File: src/rtl/tfc_pkg.sv
package tfc_pkg;

  // Header layout: positions where each field ends (exclusive).
  localparam int DST_END = 6;
  localparam int SRC_END = 12;
  localparam int HDR_LEN = 14;

  typedef enum logic [1:0] {
    RG_DST = 2'd0,
    RG_SRC = 2'd1,
    RG_TYP = 2'd2,
    RG_PAY = 2'd3
  } region_e;

endpackage

File: src/rtl/tfc_expect.sv
module tfc_expect #(
  parameter int          LEN_W     = 11,
  parameter logic [47:0] DST_ADDR  = 48'hda08_0203_0405,
  parameter logic [47:0] SRC_ADDR  = 48'h5a01_0203_0405,
  parameter logic [15:0] TYPE_VAL  = 16'hfffe,
  parameter logic [7:0]  PAY_FIRST = 8'hfd
) (
  input  logic [LEN_W-1:0]     pos_i,
  output tfc_pkg::region_e     region_o,
  output logic [7:0]           byte_o
);
  import tfc_pkg::*;

  localparam logic [LEN_W-1:0] P_DST = LEN_W'(DST_END);
  localparam logic [LEN_W-1:0] P_SRC = LEN_W'(SRC_END);
  localparam logic [LEN_W-1:0] P_HDR = LEN_W'(HDR_LEN);

  logic [LEN_W-1:0] pay_off;
  logic [7:0]       addr_byte_dst;
  logic [7:0]       addr_byte_src;

  always_comb begin
    if (pos_i < P_DST)      region_o = RG_DST;
    else if (pos_i < P_SRC) region_o = RG_SRC;
    else if (pos_i < P_HDR) region_o = RG_TYP;
    else                    region_o = RG_PAY;
  end

  // Address bytes, most significant first on the wire.
  always_comb begin
    addr_byte_dst = 8'h00;
    addr_byte_src = 8'h00;
    for (int k = 0; k < DST_END; k++) begin
      if (pos_i == LEN_W'(k)) addr_byte_dst = DST_ADDR[47-8*k -: 8];
    end
    for (int k = 0; k < SRC_END - DST_END; k++) begin
      if (pos_i == LEN_W'(k + DST_END)) addr_byte_src = SRC_ADDR[47-8*k -: 8];
    end
  end

  assign pay_off = pos_i - P_HDR;

  always_comb begin
    unique case (region_o)
      RG_DST:  byte_o = addr_byte_dst;
      RG_SRC:  byte_o = addr_byte_src;
      RG_TYP:  byte_o = (pos_i == P_SRC) ? TYPE_VAL[15:8] : TYPE_VAL[7:0];
      default: byte_o = PAY_FIRST - pay_off[7:0];
    endcase
  end

endmodule

File: src/rtl/tfc_track.sv
module tfc_track #(
  parameter int          LEN_W     = 11,
  parameter int          MIN_LEN   = 60,
  parameter int          MAX_LEN   = 64,
  parameter logic [47:0] DST_ADDR  = 48'hda08_0203_0405,
  parameter logic [47:0] SRC_ADDR  = 48'h5a01_0203_0405,
  parameter logic [15:0] TYPE_VAL  = 16'hfffe,
  parameter logic [7:0]  PAY_FIRST = 8'hfd
) (
  input  logic             clk,
  input  logic             rst_n,
  input  logic             in_valid,
  input  logic [7:0]       in_data,
  input  logic             in_sof,
  input  logic             in_eof,
  input  logic             in_crc_ok,
  output logic             ready_o,
  output logic             abort_o,
  output logic             done_o,
  output logic             pass_o,
  output logic [LEN_W-1:0] len_o
);
  import tfc_pkg::*;

  localparam logic [LEN_W-1:0] POS_MAX = '1;
  localparam logic [LEN_W-1:0] LEN_LO  = LEN_W'(MIN_LEN);
  localparam logic [LEN_W-1:0] LEN_HI  = LEN_W'(MAX_LEN);

  logic             rdy_q;
  logic             active_q;
  logic             bad_q;
  logic [LEN_W-1:0] idx_q;

  logic             take;
  logic             open_now;
  logic [LEN_W-1:0] pos;
  logic [LEN_W-1:0] len_now;
  logic [7:0]       exp_byte;
  region_e          region;
  logic             byte_bad;
  logic             bad_all;
  logic             len_ok;

  tfc_expect #(
    .LEN_W(LEN_W), .DST_ADDR(DST_ADDR), .SRC_ADDR(SRC_ADDR),
    .TYPE_VAL(TYPE_VAL), .PAY_FIRST(PAY_FIRST)
  ) u_expect (
    .pos_i   (pos),
    .region_o(region),
    .byte_o  (exp_byte)
  );

  assign take     = in_valid & rdy_q;
  assign open_now = in_sof | active_q;
  assign pos      = in_sof ? '0 : idx_q;
  assign len_now  = (pos == POS_MAX) ? POS_MAX : pos + LEN_W'(1);
  assign byte_bad = (in_data != exp_byte);
  assign bad_all  = (in_sof ? 1'b0 : bad_q) | byte_bad;
  assign len_ok   = (len_now >= LEN_LO) && (len_now <= LEN_HI);

  assign ready_o  = rdy_q;
  assign abort_o  = take & in_sof & active_q;
  assign done_o   = take & in_eof & open_now;
  assign pass_o   = ~bad_all & len_ok & in_crc_ok;
  assign len_o    = len_now;

  always_ff @(posedge clk or negedge rst_n) begin
    if (!rst_n) begin
      rdy_q    <= 1'b0;
      active_q <= 1'b0;
      bad_q    <= 1'b0;
      idx_q    <= '0;
    end else begin
      rdy_q <= 1'b1;
      if (take && open_now) begin
        active_q <= ~in_eof;
        idx_q    <= len_now;
        bad_q    <= bad_all;
      end
    end
  end


  ready_hold_chk: assert property (@(posedge clk) disable iff (!rst_n)
    rdy_q |=> rdy_q);


  stray_ignore_chk: assert property (@(posedge clk) disable iff (!rst_n)
    (take && !in_sof && !active_q) |=> !active_q);


  hdr_region_chk: assert property (@(posedge clk) disable iff (!rst_n)
    (take && in_sof) |-> (region == RG_DST));

endmodule

File: config.mk
export PLATFORM = sky130hd
export DESIGN_NAME = tfc_track
export DESIGN_NICKNAME = d
export VERILOG_FILES = /design/src/rtl/tfc_pkg.sv /design/src/rtl/tfc_expect.sv /design/src/rtl/tfc_track.sv
export SDC_FILE = /design/constraint.sdc
export NUM_CORES = 1
export LEC_CHECK = 0
export BUFFER_PORTS_ARGS = -buffer_cell sky130_fd_sc_hd__buf_4
export CAP_MARGIN = 0
export CORE_ASPECT_RATIO = 1.1
export CORE_MARGIN = 2
export CORE_UTILIZATION = 54
export DETAILED_ROUTE_END_ITERATION = 16
export GPL_ROUTABILITY_DRIVEN = 0
export GPL_TIMING_DRIVEN = 0
export PLACE_DENSITY_LB_ADDON = 0.05
export RECOVER_POWER = 50
export SYNTH_ARGS = -nofsm -noshare
export SYNTH_HDL_FRONTEND = slang
export SYNTH_SLANG_ARGS = --single-unit
export TNS_END_PERCENT = 50
File: constraint.sdc
create_clock -name clk -period 2.6 [get_ports clk]
set_input_delay 0.13 -clock clk [delete_from_list [all_inputs] [get_ports clk]]
set_output_delay 0.13 -clock clk [all_outputs]
set_load 0.01 [all_outputs]
# Yosys cells after proc, flatten, opt, wreduce, memory -nomap -nowiden
# Cells that the tools add are included.
# totals
reg_bits	14
latch_bits	0
ramBits	0
romBits	0
inputBits	14
output_inout_bits	15
mem_count	0
# op_classes
add_sub_neg	3
mul	0
n_div	0
n_lt_le_gt_ge	5
eq_ne	16
n_shift	0
mux	20
bitwise	11
reduce_logical	4
# ops
op	n
$eq 11x4->1 const B	5
$mux 8	6
$eq 11x3->1 const B	4
$mux 7	6
$pmux 8 s3	1
$eq 11x2->1 const B	2
$lt 11x4->1 const B	2
$mux 11	2
$add 11x1->11 const B	1
$eq 11x1->1 const B	1
$eq 11x11->1 const B	1
$ge 11x6->1 const B	1
$le 11x7->1 const B	1
$logic_not 11->1	1
$lt 11x3->1 const B	1
$ne 8x8->1	1
$sub 8x4->8 const B	1
$sub 8x8->8 const A	1
$and 1x1->1	7
$mux 2	2
$mux 1	3
$eq 2x1->1 const B	1
$eq 2x2->1 const B	1
$logic_and 1x1->1	2
3 further kinds	5

# Longest topological paths before layout
# logic_depth
word_depth	14
mapped_depth	8

# Hierarchy
# A second synthesis with hierarchy kept.
# hier_totals
hier_cells	173
area_unflattened_um2	1527.7
# modules_own_cells
module	n_inst	cells_per_inst	area_each_um2	seq_area_each_um2
tfc_track	1	115	1106.1	350.3
tfc_expect	1	58	421.7	0.0

# Worst setup path before layout
# Ideal clock, no wire load.
# synth_timing
path_type	register to output
start	register idx_q[7]
end	output port pass_o
arrival_ps	2278
t_required_ps	2470
path_slack_ps	192
stages_incl_launch_ff	9
path_cell_list	dfrtp_1 -> buf_6 -> or4_1 -> buf_2 -> o41ai_2 -> nor4b_1 -> nor4_2 -> nand4_1 -> nor4_1
# synth_via
elab_chain_cells	14
word_cells_on_any_way	50
classes_between	3 x add/sub; 5 x order compare; 16 x eq/ne; 19 x mux; 4 x bitwise; 3 x reduce/logical
# synth_rtl
element	line_no	rtl
from (decl)	tfc_track.sv:32	logic [LEN_W-1:0] idx_q;
from (signal assigned)	tfc_track.sv:77	idx_q <= len_now;
$mux 11 *	tfc_track.sv:55	assign pos = in_sof ? '0 : idx_q;
branches (longest 11 deep; another with $sub 8x4->8)	--	
$and 1x1->1 * (2 in series)	tfc_track.sv:64	assign pass_o = ~bad_all & len_ok & in_crc_ok;
to (decl)	tfc_track.sv:20	output logic pass_o,
# Mark *: on every way between the ends.

# Final worst setup path
# layout_timing
start	register idx_q[4]
end	output port pass_o
# The elaborated chain is that of the path after synthesis.

==> flow_metrics.tcl <==
set metrics [dict create \
    fin_nets 226 \
    grt_start_max_net_pins 15 \
    wl_met1_um 1660 \
    vdd_ir_drop_max_uv 565 \
    numCtsBuffers 3 \
    drt_iter0_drc 45 \
    fp.dieH_um 56.4 \
    ys_seq_elements 14 \
    synth_edf_count 0 \
    dp.cells 231 \
    tritoncts "yes" \
    htreeDepth 1 \
    violations "setup timing" \
    wl_per_cell_um 15.7 \
    synthCells 173 \
    diodes 0 \
    final_core_util_pct 71.7 \
    cts.sinks 14 \
    cp.required_ns 2.47 \
    clockRootBuffer "clkbuf_4" \
    layout_commonest_cell "buf_4" \
    rsz0062_at_grt "yes" \
    grt_pass1_wl_um 6320 \
    ys.warnings.count 0 \
    fin_crit_sh_pct 110 \
    worst_pin_slew_ns 0.788 \
    clock_skew_ns 0.00103 \
    numPortBuffers 27 \
    syn_avg_cell_area_um2 7.80 \
    max_stage_delay_ns 0.41 \
    yosys_most_used_dff "dfrtp_1" \
    status "finished with violations" \
    drc 0 \
    vias 1491 \
    final_cell_mix "buf_4, nand2_1, o21ai_0" \
    die_w_um 51.7 \
    highest_layer "met4" \
    slew_violations 0 \
    clk_path_buf_depth 2 \
    period_minus_slack_ns 2.87 \
    timing.fmax_mhz 349 \
    synth_cell_type_count 49 \
    startpoint_type "register" \
    routed_wl_um 3790 \
    grt_pass1_vias 1322 \
    finalNonFillerCells 242 \
    path_cells "clkbuf_1 -> nand2_1 -> nor4_1 -> nand4_1 -> o21a_1 -> o31a_1 -> nor4_2 -> buf_4" \
    drv_cap 0 \
    crit_family "simple AND/OR/NAND/NOR gates" \
    grt.total_usage_pct 28.2 \
    crit_fanout 8 \
    viasPerCell 6.16 \
    mappedNetlistArea_mm2 0.00135 \
    drtPass1Iterations 4 \
    ios 29 \
    leakagePower_nw 0.740 \
    wl_met2_um 1850 \
    relSlewSlack_pct 47.5 \
    core_mm2 0.00242 \
    async_flop_share_pct 100 \
    dieArea_mm2 0.00291 \
    ys_seq_area_share_pct 26.0 \
    dp_hpwl_um 2670 \
    drtAntennaViolNets 0 \
    antenna_found_initial 0 \
    cp_slowest_cell "nor4_1" \
    n_fill_cell 207 \
    crit_buf_inv 2 \
    clkLatencyLatePin_ns 0.29 \
    finalSetupViolCount 1 \
    overflow 0 \
    p_per_area_mw_per_mm2 507 \
    setup_slack_ns -0.265 \
    start_util_pct 55.6 \
    end_kind "output pin" \
    dr_wl_met3_um 256 \
    cts.reportedPaths.clkPinSlew_ns 0.09 \
    finalHoldViolations 0 \
    drive_above_1_share_pct 28.4 \
    syn_to_final_growth_pct 28.9 \
    syn_nets 187 \
    hold_path_class "in2reg" \
    cp.arrival_ns 2.74 \
    critPathKind "reg2out" \
    rows 19 \
]
==> cell usage after synthesis, types with 3 or more instances <==
cell type  instances  area share, %
a21oi_1            6            2.2
and2_1             4            1.9
buf_2              4            1.5
clkbuf_1           9            2.5
dfrtp_1           14             26
inv_1              6            1.7
mux2_2             4            3.3
nand2_1           20            5.6
nand3_1            3            1.1
nand4_1            6            2.8
nor2_1            11            3.1
nor3_1             6            2.2
nor4_1             6            2.8
o21ai_0           15            5.6
o31ai_1            3            1.7
xnor2_1           10            6.5
xor2_1             5            3.2
==> flip-flops by register name, summed over array words and instances, names as in the netlist <==
signal and cells:
active_q 1, bad_q 1, idx_q 11, ready_o 1
==> routing by layer <==
metal  vias to the layer above  track usage [%]
li1                        709                -
met1                       706             39.0
met2                        73             45.8
met3                         3             4.26
met4                         0             6.77
met5                         -                0
==> kinds of logic (layout without fill, tap and decap cells) <==
family	after synthesis	count (layout)	share of synthesized area, %
other	1	1	0.278
muxes	5	5	4.08
and+or+nand+nor	70	70	27.5
buffers and inverters	22	60	7.33
adders and majority gates	1	1	0.742
DFF	14	14	26.0
xor gates and xnor gates	15	15	9.74
AOI/OAI and AO/OA	45	45	24.4
==> worst register-to-register path, cell delays in order, from the launching register on <==
cell,delay [ns]
dfrtp_1,0.38
buf_6,0.13
or4_4,0.61
o41ai_4,0.36
nor4b_2,0.09
nor4_2,0.22
nand4_1,0.18
buf_4,0.17
o31a_1,0.22
==> cell type report <==
type / count / area [µm²] / share of cell area (%)
plain buffers: 12 / 63.8 / 3.67
inverters: 6 / 22.5 / 1.29
flip-flops and latches: 14 / 350 / 20.1
repair buffers: 38 / 280 / 16.1
well taps: 31 / 38.8 / 2.23
clock buffers: 4 / 36.3 / 2.09
multi-input cells: 137 / 947 / 54.5
==> metrics by stage <==
| stage | total power, mW | worst slack (ns) | hold slack [ns] | instance area, µm² | TNS, ns |
|---|---|---|---|---|---|
| 6_report | 0.882 | -0.265 | 0.0228 | 1740 | -0.265 |
| 5_1_grt | 0.946 | -0.352 | 0.00799 | 1740 | -0.352 |
| 4_1_cts | 0.877 | -0.268 | 0.0171 | 1660 | -0.268 |
| 3_5_place_dp | 0.701 | 0.0234 | -0.00807 | 1590 | 0 |
| 3_3_place_gp | 0.683 | 0.0415 | -0.00813 | 1590 | 0 |
| 2_1_floorplan | 0.572 | 0.192 | -0.166 | 1350 | 0 |
==> worst paths after layout <==
check / from / endpoint / slack, ns / cells past startpoint
max: idx_q[4]$_DFFE_PN0P_ / pass_o / -0.27 / 8
min: in_eof / active_q$_DFFE_PN0P_ / 0.02 / 2
max reg2reg: idx_q[7]$_DFFE_PN0P_ / bad_q$_DFFE_PN0P_ / 0.14 / 8
min reg2reg: ready_o$_DFF_PN0_ / active_q$_DFFE_PN0P_ / 0.54 / 1
max in group asynchronous: rst_n / idx_q[1]$_DFFE_PN0P_ / 1.69 / 2
min in group asynchronous: rst_n / idx_q[7]$_DFFE_PN0P_ / 0.42 / 2
==> timing repair <==
| item | CTS | global route |
|---|---|---|
| pin swaps | 1 | 3 |
| hold buffers | 1 | 0 |
| hold endpoints to repair | 14 | 0 |
| setup buffers | 1 | 9 |
| setup endpoints to repair | 1 | 4 |
| gates resized for setup | 3 | 8 |
==> report_power, final <==
part	internal, mW	total (mW)	switching (mW)
clock	0.0854	0.163	0.0777
sequential	0.246	0.274	0.0287
combinational	0.185	0.444	0.259
No activity file was read; power rests on OpenSTA's default activity.
